<file path="src/rtl/bcd_prio_pkg.sv">
package bcd_prio_pkg;

  // Default count of request lines (digits 1..DEF_LINES)
  localparam int DEF_LINES = 9;

  // Bits needed to code digits 0..n
  function automatic int code_width(input int n);
    return $clog2(n + 1);
  endfunction

endpackage

</file>
<file path="src/rtl/bcd_req_normalize.sv">
// Turns active-low requests into active-high ones and keeps only the
// highest active line, giving a one-hot (or all-zero) winner vector.
module bcd_req_normalize #(
  parameter int NUM_LINES = bcd_prio_pkg::DEF_LINES
) (
  input  logic [NUM_LINES-1:0] req_n_i,
  output logic [NUM_LINES-1:0] win_o
);

  logic [NUM_LINES-1:0] act;
  logic [NUM_LINES-1:0] busy_above;

  assign act = ~req_n_i;

  // busy_above[k] is set when any line above position k is active
  assign busy_above[NUM_LINES-1] = 1'b0;

  generate
    for (genvar k = 0; k < NUM_LINES - 1; k++) begin : g_chain
      assign busy_above[k] = busy_above[k+1] | act[k+1];
    end
  endgenerate

  assign win_o = act & ~busy_above;

endmodule

</file>
<file path="src/rtl/bcd_onehot_code.sv">
// Maps a one-hot winner vector to a binary digit value.
// Position k stands for digit k+1; all-zero gives digit 0.
module bcd_onehot_code #(
  parameter int NUM_LINES = bcd_prio_pkg::DEF_LINES,
  parameter int CODE_W    = bcd_prio_pkg::code_width(NUM_LINES)
) (
  input  logic [NUM_LINES-1:0] win_i,
  output logic [CODE_W-1:0]    digit_o
);

  always_comb begin
    digit_o = '0;
    for (int k = 0; k < NUM_LINES; k++) begin
      if (win_i[k]) digit_o = digit_o | CODE_W'(k + 1);
    end
  end

endmodule

</file>
<file path="src/rtl/bcd_polarity_out.sv">
// Produces the inverted main code and its true-polarity companion.
module bcd_polarity_out #(
  parameter int CODE_W = 4
) (
  input  logic [CODE_W-1:0] digit_i,
  output logic [CODE_W-1:0] code_n_o,
  output logic [CODE_W-1:0] code_o
);

  assign code_n_o = ~digit_i;
  // True polarity is taken from the inverted code, one inverter per bit
  assign code_o   = ~code_n_o;

endmodule

</file>
<file path="src/rtl/dec_prio_bcd_enc.sv">
module dec_prio_bcd_enc #(
  parameter int NUM_LINES = bcd_prio_pkg::DEF_LINES,
  localparam int CODE_W   = bcd_prio_pkg::code_width(NUM_LINES)
) (
  input  logic [NUM_LINES-1:0] line_n_i,
  output logic [CODE_W-1:0]    code_n_o,
  output logic [CODE_W-1:0]    code_o
);

  logic [NUM_LINES-1:0] win;
  logic [CODE_W-1:0]    digit;

  // Highest active line wins; lower ones are masked
  bcd_req_normalize #(
    .NUM_LINES(NUM_LINES)
  ) u_norm (
    .req_n_i(line_n_i),
    .win_o  (win)
  );

  bcd_onehot_code #(
    .NUM_LINES(NUM_LINES),
    .CODE_W   (CODE_W)
  ) u_code (
    .win_i  (win),
    .digit_o(digit)
  );

  // Inverted main code plus true BCD
  bcd_polarity_out #(
    .CODE_W(CODE_W)
  ) u_pol (
    .digit_i (digit),
    .code_n_o(code_n_o),
    .code_o  (code_o)
  );

endmodule

</file>
<file path="config.mk">
export PLATFORM = sky130hd
export DESIGN_NAME = dec_prio_bcd_enc
export DESIGN_NICKNAME = d
export VERILOG_FILES = /design/src/rtl/bcd_prio_pkg.sv /design/src/rtl/bcd_req_normalize.sv /design/src/rtl/bcd_onehot_code.sv /design/src/rtl/bcd_polarity_out.sv /design/src/rtl/dec_prio_bcd_enc.sv
export SDC_FILE = /design/constraint.sdc
export NUM_CORES = 1
export LEC_CHECK = 0
export BUFFER_PORTS_ARGS = -buffer_cell sky130_fd_sc_hd__buf_2
export CAP_MARGIN = 20
export CORE_AREA = 2 2 39 41
export DETAILED_ROUTE_END_ITERATION = 8
export DIE_AREA = 0 0 41 43
export PLACE_DENSITY = 0.3
export SETUP_SLACK_MARGIN = 0.05
export SYNTH_ARGS = -nofsm -noshare
export SYNTH_HDL_FRONTEND = slang
export SYNTH_SLANG_ARGS = --single-unit
</file>
<file path="constraint.sdc">
create_clock -name vclk -period 0.95
set_clock_uncertainty 0.2 [all_clocks]
set_input_delay 0.0475 -clock vclk [all_inputs]
set_output_delay 0.0475 -clock vclk [all_outputs]
set_load 0.01 [all_outputs]
</file>
==> results of run 1 <==
==> report_power, final <==
group	leakage [nW]	switching [mW]	internal (mW)
sequential	0	0	0
clock	0	0	0
combinational	0.180	0.0662	0.0884
==> what timing repair did <==
| action | in CTS | in global routing |
|---|---|---|
| cloned | 0 | 0 |
| endpoints found under the setup margin | 5 | 5 |
| endpoints found under the hold margin | 0 | 0 |
| hold buffers | 0 | 0 |
| pin swaps | 6 | 6 |
| resized for setup | 18 | 9 |
==> how the worst max path moves through the flow <==
| stage | from | endpoint | slack [ps] | depth (start not counted) |
|---|---|---|---|---|
| final | line_n_i[7] | code_o[0] | -20 | 4 |
| after CTS | line_n_i[4] | code_o[0] | -40 | 5 |
| after floorplan | line_n_i[6] | code_n_o[0] | 90 | 3 |
| after detailed placement | line_n_i[1] | code_o[0] | -70 | 5 |
| after global placement | line_n_i[4] | code_o[0] | -60 | 5 |
| after global routing | line_n_i[7] | code_o[0] | -40 | 4 |
==> per-stage QoR <==
stage,hold WS (ps),power (mW)
2_1_floorplan,-16.6,0.0381
3_3_place_gp,233,0.102
3_5_place_dp,234,0.101
4_1_cts,235,0.137
5_1_grt,282,0.167
6_report,252,0.155
==> cells by family (layout without fill, tap and decap cells) <==
family	count (synthesis)	count (layout)	synth area share, %
AND/OR/NAND/NOR	6	6	27.8
buffers and inverters	3	26	12.5
AO/OA/AOI/OAI	8	8	59.7
==> layout by cell type, fill, tap and decap left out, drive strengths merged <==
master,count
a311o,1
o21ai,3
o21a,1
a21boi,1
buf,23
nand2,3
nand2b,1
nor2,2
a311oi,1
inv,3
a21oi,1
==> final cells by class <==
| cell class | instances | area share (%) |
|---|---|---|
| timing repair buffer | 23 | 51.4 |
| tap | 16 | 5.63 |
| multi-input combinational | 14 | 39.8 |
| inverter | 3 | 3.17 |
==> metal layers <==
metal / routed length, microns / global-route usage (%) / up-vias
li1: - / - / 106
met1: 191 / 7.28 / 96
met2: 235 / 10.6 / 10
met3: 52 / 0 / 0
met4: 0 / 0 / 0
met5: 0 / 0 / -
==> worst max-delay path: stages <==
cell	delay (ps)
buf_6	90
buf_6	110
a311o_1	340
buf_2	140
==> run_results.csv, run 1 <==
group,metric,value,unit
worst_setup_path,cp_max_fo,3,
placement,port_buffers,17,
drt,wl,478,microns
floorplanning,dieHeight,43,microns
sta,slew_viol_final,0,
floorplanning,fp.dieArea,1760,sq um
yosys,seq_area_frac_synth,0,%
global_routing,grt_pass1_vias,203,
yosys,synth_area,90.1,sq um
layout,seq_cell_count,0,
drt,drt_first_iter_violations,0,
drt,ant_nets,0,
sta,worst_slack,-23.0,ps
worst_setup_path,arrival,730,ps
sta,max_freq,1030,MHz
yosys,synth.top_cells.by_count,"3 x inv_1, 3 x nand2_1, 2 x nor2_1, 2 x o21ai_0",
yosys,synth_nets,26,
worst_setup_path,cp-end-kind,"primary output",
worst_setup_path,start_kind,"input port",
sta,worst_slew_pin_slew,180,ps
layout,diodes,0,
layout,finalInstanceArea,355,sq um
yosys,yosys-top-cells-area,"inv_1 13%, nand2_1 13%, a311o_1 11%",
sta,tns,-23.0,ps
worst_setup_path,critical_path_required,700,ps
global_routing,grt_max_degree,5,
drt,vias,212,
drt,drtPass1Iterations,1,
floorplanning,rows,14,
worst_setup_path,criticalPathCategory,"input port to primary output",
layout,seq_area,0,sq um
status,failed_checks,"negative setup slack",
floorplanning,num_io_pins,17,
layout,clockBufferCount,0,
power_and_ir_drop,power_leakage,0.180,nW
layout,multi_input_area,141,sq um
layout,nNetsFinal,51,
placement,globalplace.congestion,0.620,
sta,rsz0062_at_grt,"yes",
layout,drive_gt1_share,80.0,%
yosys,yosys_warnings,0,
clock_tree,post_cts_buffers,0,
layout,final_core_util,25.7,%
placement,dpl_worst_slack,-74.1,ps
layout,fill_cells,166,
power_and_ir_drop,ir_drop,0.000102,V
drt,remaining_drc_errors,0,
hold_path,whs_path_depth,4,
floorplanning,core,1380,sq um
power_and_ir_drop,power.density,435,nW/um^2
sta,slew_headroom,88.0,%
global_routing,groute.usage.overall,5.69,%
global_routing,grt_pass1_wl,759,microns
floorplanning,start_util,6.51,%
layout,area_delta_synth_final,294,%
global_routing,antenna_found_initial,0,
yosys,synth_top_area_share,12.5,%
status,status,"finished, violations left",
hold_path,hp-class,"input port to primary output",
sta,post-route-min-period,973,ps
sta,setup_viol,1,
yosys,synth.distinct_cells,11,
yosys,yosysTopAreaCell,"inv_1",
placement,place_inst,56,
floorplanning,die_w,41,microns
global_routing,grt.overflow.total,0,
hold_path,hold_path.startpoint,"line_n_i[8]",
sta,period_share,102,%
job,cap_violations,0,
drt,viasPerCell,3.79,
drt,wl_per_cell,8.54,microns
yosys,netlist_instances,17,
placement,placed_cell_area,240,sq um
yosys,syn_area_per_cell,5.30,sq um
hold_path,min_to,"code_n_o[0]",
sta,hold_violations,0,
layout,final_cell_count_no_fill,56,
(Power assumes the default switching activity.)
==> run 2, diff against run 1 <==
==> constraint.sdc (replaced) <==
create_clock -name vclk -period 0.95
set_clock_uncertainty 0.2 [all_clocks]
set_input_delay 0.19 -clock vclk [all_inputs]
set_output_delay 0.19 -clock vclk [all_outputs]
set_load 0.01 [all_outputs]
==> run 2 against run 1 <==
Compared with the run above:
- largest cell class unchanged
- largest power group unchanged
- first-iteration DRC count did not move
- the run still ends with negative setup slack left
- highest routed layer unchanged
- hold slack improved by 270 ps
- worst setup slack got worse by 270 ps
- critical path type unchanged
==> run_results.csv, run 2 (synthesized netlist as in run 1, its figures left out) <==
group,metric,value,unit
status,status,"finished, violations left",
status,failed_checks,"negative setup slack",
worst_setup_path,cp-end-kind,"primary output",
floorplanning,fp.dieArea,1760,sq um
global_routing,groute.usage.overall,6.69,%
power_and_ir_drop,total_power,0.210,mW
global_routing,antenna_found_initial,0,
drt,wl,499,microns
floorplanning,num_io_pins,17,
floorplanning,core,1380,sq um
sta,worst_slack,-295,ps
global_routing,grt_max_degree,5,
drt,drt_first_iter_violations,0,
drt,drtPass1Iterations,1,
drt,ant_nets,0,
power_and_ir_drop,combPwrFrac,100.0,%
sta,worst_slew_pin_slew,172,ps
placement,port_buffers,17,
layout,diodes,0,
placement,place_inst,56,
layout,seq_area,0,sq um
power_and_ir_drop,power.share.clock,0,%
sta,max_freq,803,MHz
placement,dpl_worst_slack,-385,ps
power_and_ir_drop,power_leakage,0.207,nW
floorplanning,dieHeight,43,microns
sta,rsz0062_at_grt,"yes",
sta,fin_hold_ws,524,ps
worst_setup_path,critical_path_required,560,ps
hold_path,hp-class,"input port to primary output",
worst_setup_path,arrival,860,ps
placement,place_hpwl,444,microns
worst_setup_path,cp_slowest_stage_delay,270,ps
worst_setup_path,slowest_stage,"a311o_1",
worst_setup_path,criticalPathCategory,"input port to primary output",
floorplanning,die_w,41,microns
layout,drive_gt1_share,90.5,%
power_and_ir_drop,internal_power,0.122,mW
drt,wl_per_cell,8.60,microns
drt,viasPerCell,3.71,
worst_setup_path,start_kind,"input port",
layout,clockBufferCount,0,
placement,globalplace.congestion,0.568,
layout,final_cell_count_no_fill,58,
sta,tns,-1320,ps
worst_setup_path,crit_chain,"buf_8 > nand2b_4 > a21boi_4 > a311o_1 > buf_2",
drt,remaining_drc_errors,0,
sta,setup_viol,8,
placement,placed_cell_area,324,sq um
sta,slew_headroom,88.6,%
layout,seq_cell_count,0,
layout,final_common_cell,"buf_6",
sta,period_share,131,%
sta,hold_violations,0,
sta,slew_viol_final,0,
drt,vias,215,
layout,mostFrequentLayoutCells,"13 x buf_6, 7 x buf_2, 3 x buf_8",
power_and_ir_drop,swShare,41.9,%
power_and_ir_drop,switchingPower,0.0880,mW
floorplanning,rows,14,
job,cap_violations,0,
global_routing,grt.overflow.total,0,
worst_setup_path,cp_max_fo,2,
power_and_ir_drop,power_frac_seq,0,%
global_routing,grt_pass1_vias,211,
sta,post-route-min-period,1250,ps
clock_tree,ctsHoldBuffers,0,
global_routing,grt_pass1_wl,869,microns
layout,finalInstanceArea,470,sq um
layout,area_delta_synth_final,422,%
power_and_ir_drop,ir_drop,0.000154,V
layout,final_core_util,34.0,%
floorplanning,start_util,6.51,%
power_and_ir_drop,power.density,446,nW/um^2
layout,nNetsFinal,53,
-- run 2: cell types whose count changed in the layout (fill, tap and decap cells not counted), sizes merged --
cell	change
buf	+2
-- run 2: final cells by class --
cell class                      instances  area (sq um)
Fill cell                             152           913
Timing Repair Buffer                   25           241
Inverter                                3          28.8
Multi-Input combinational cell         14           180
Tap cell                               16          20.0
-- run 2: critical path: cells and delay by family --
kind	cells	cell delay [ps]
compound gates	2	320
buf+inv	2	230
simple gates	1	120
-- run 2: worst paths after layout --
| check | startpoint | to | slack, ps | cells after the start |
|---|---|---|---|---|
| worst min-delay path | line_n_i[8] | code_n_o[0] | 520 | 4 |
| worst max-delay path | line_n_i[4] | code_o[0] | -300 | 5 |
-- run 2: repair_timing --
item	CTS	global route
buffers inserted	1	1
setup endpoints to repair	8	8
cloned	0	0
resized for setup	28	5
pin swaps	10	1
-- run 2: power by group through the flow --
stage          Combinational, mW  Clock [mW]  Sequential (mW)
2_1_floorplan             0.0627           0                0
3_3_place_gp               0.143           0                0
3_5_place_dp               0.145           0                0
4_1_cts                    0.200           0                0
5_1_grt                    0.225           0                0
6_report                   0.210           0                0
-- run 2: metal layers --
layer  vias to the layer above  part of all wire, %  GRT usage (%)
li1                        110                    -              -
met1                        98                   34           8.86
met2                         7                   59           12.2
met3                         0                  7.2              0
met4                         0                    0              0
met5                         -                    0              0
==> run 3, diff against run 2 <==
--- a/config.mk
+++ b/config.mk
@@ -15,3 +15,4 @@
 export SYNTH_ARGS = -nofsm -noshare
 export SYNTH_HDL_FRONTEND = slang
 export SYNTH_SLANG_ARGS = --single-unit
+export TNS_END_PERCENT = 5
==> run 3 against run 2 <==
Compared with the run above:
- the flow still finishes with violations (negative setup slack)
- wire length grew 5.8%
- cell count shrank 6.9%
- power shrank 30%
- count of clock-buffer cells in the layout is the same
- non-clock buffer count shrank 4
- critical path depth shrank 1
- via count shrank 5.6%
- first-iteration DRC count is the same
- global-route usage shrank 1.2 points
- worst setup slack lost 18 ps
- hold slack lost 34 ps
- combinational power shrank 30%
- critical endpoint unchanged
- largest power group unchanged
- highest routed layer unchanged
==> run_results.csv, run 3 (synthesized netlist as in run 1, its figures left out) <==
group,metric,value,unit
status,status,"finished, violations left",
status,failed_checks,"negative setup slack",
worst_setup_path,crit_end,"code_o[0]",
worst_setup_path,crit_cells,4,
power_and_ir_drop,power_frac_seq,0,%
global_routing,gr-max-usage-layer,"met2",
power_and_ir_drop,power.density,442,nW/um^2
power_and_ir_drop,ir_drop,0.000105,V
global_routing,grt_max_degree,5,
worst_setup_path,path_buf_inv,3,
worst_setup_path,critical_path_required,560,ps
sta,max_freq,792,MHz
drt,remaining_drc_errors,0,
worst_setup_path,arrival,870,ps
layout,seq_area,0,sq um
placement,port_buffers,17,
floorplanning,num_io_pins,17,
sta,rsz0062_at_grt,"yes",
floorplanning,core,1380,sq um
layout,diodes,0,
layout,clockBufferCount,0,
placement,globalplace.congestion,0.580,
drt,drtPass1Iterations,1,
drt,drt_first_iter_violations,0,
worst_setup_path,criticalPathCategory,"input port to primary output",
worst_setup_path,crit_chain,"buf_6 > buf_6 > a311o_1 > buf_2",
drt,ant_nets,0,
global_routing,grt_pass1_wl,710,microns
global_routing,met1_usage,6.96,%
placement,place_hpwl,418,microns
layout,final_core_util,24.0,%
power_and_ir_drop,power_leakage,0.167,nW
floorplanning,start_util,6.51,%
worst_setup_path,cp_common_cell,"buf_6",
floorplanning,die_w,41,microns
worst_setup_path,critPathLaunch,"line_n_i[7]",
worst_setup_path,cp-end-kind,"primary output",
layout,final_common_cell,"buf_2",
global_routing,grt_use_met3,0.524,%
hold_path,hp-class,"input port to primary output",
job,cap_violations,0,
sta,tns,-1650,ps
sta,slew_viol_final,0,
global_routing,grt_pass1_vias,185,
sta,post-route-min-period,1260,ps
layout,seq_cell_count,0,
sta,hold_violations,0,
global_routing,groute.usage.overall,5.49,%
drt,viasPerCell,3.76,
worst_setup_path,start_kind,"input port",
global_routing,grt.overflow.total,0,
worst_setup_path,cp_max_fo,3,
clock_tree,ctsHoldBuffers,0,
power_and_ir_drop,total_power,0.147,mW
worst_setup_path,crit_family,"buffers and inverters",
sta,worst_slack,-313,ps
power_and_ir_drop,internal_power,0.0773,mW
layout,nNetsFinal,49,
power_and_ir_drop,switchingPower,0.0694,mW
drt,wl,528,microns
sta,fin_hold_ws,490,ps
power_and_ir_drop,combPwrFrac,100.0,%
power_and_ir_drop,power.share.clock,0,%
layout,drive_gt1_share,78.9,%
drt,vias,203,
sta,period_share,133,%
global_routing,antenna_found_initial,0,
sta,setup_viol,8,
layout,area_delta_synth_final,268,%
sta,slew_headroom,88.4,%
worst_setup_path,slowest_stage,"a311o_1",
floorplanning,rows,14,
hold_path,hold_path.startpoint,"line_n_i[8]",
global_routing,grt_use_met2,10.0,%
floorplanning,fp.dieArea,1760,sq um
worst_setup_path,cp_slowest_stage_delay,340,ps
power_and_ir_drop,swShare,47.3,%
sta,worst_slew_pin_slew,175,ps
drt,wl_per_cell,9.78,microns
layout,mostFrequentLayoutCells,"12 x buf_2, 5 x buf_6, 4 x buf_4",
floorplanning,dieHeight,43,microns
==> run 3: cell types whose count changed in the layout (fill, tap and decap cells not counted), moves of 2 or more <==
cell,previous run,this run
nand2_8,2,0
buf_4,2,4
buf_8,3,0
buf_2,7,12
buf_6,13,5
==> run 3: stage by stage <==
| step | cell area (sq um) | instances | setup WS, ps |
|---|---|---|---|
| 2_1_floorplan | 154 | 17 | -81.4 |
| 3_3_place_gp | 274 | 52 | -362 |
| 3_5_place_dp | 274 | 52 | -379 |
| 4_1_cts | 332 | 54 | -312 |
| 5_1_grt | 332 | 54 | -332 |
| 6_report | 332 | 54 | -313 |
==> run 3: cell type report <==
type / count / area (sq um)
Fill cell: 157 / 1050
Inverter: 3 / 23.8
Multi-Input combinational cell: 14 / 141
Tap cell: 16 / 20.0
Timing Repair Buffer: 21 / 146
==> run 3: worst min path at each step <==
stage / end / depth (start not counted)
6_report: code_o[3] / 3
2_1_floorplan: code_o[3] / 1
3_5_place_dp: code_o[3] / 3
5_1_grt: code_o[3] / 3
3_3_place_gp: code_o[3] / 3
4_1_cts: code_o[3] / 3
==> run 3: metal layers <==
metal	vias up	part of all wire (%)	routed length [microns]
met5	-	0	0
met4	0	0	0
li1	103	-	-
met3	0	15	81
met2	17	43	226
met1	83	42	220
==> run 3: timing repair <==
item | 4_1_cts | 5_1_grt
gates resized for setup | 12 | 0
pin swaps | 4 | 1
endpoints found under the setup margin | 8 | 8
setup buffers | 2 | 0
gates cloned | 0 | 0
==> run 3: power by group through the flow <==
stage	logic (mW)	registers (mW)	clock network, mW
floorplan	0.0569	0	0
global placement	0.120	0	0
detailed placement	0.121	0	0
CTS	0.148	0	0
global route	0.158	0	0
finish	0.147	0	0
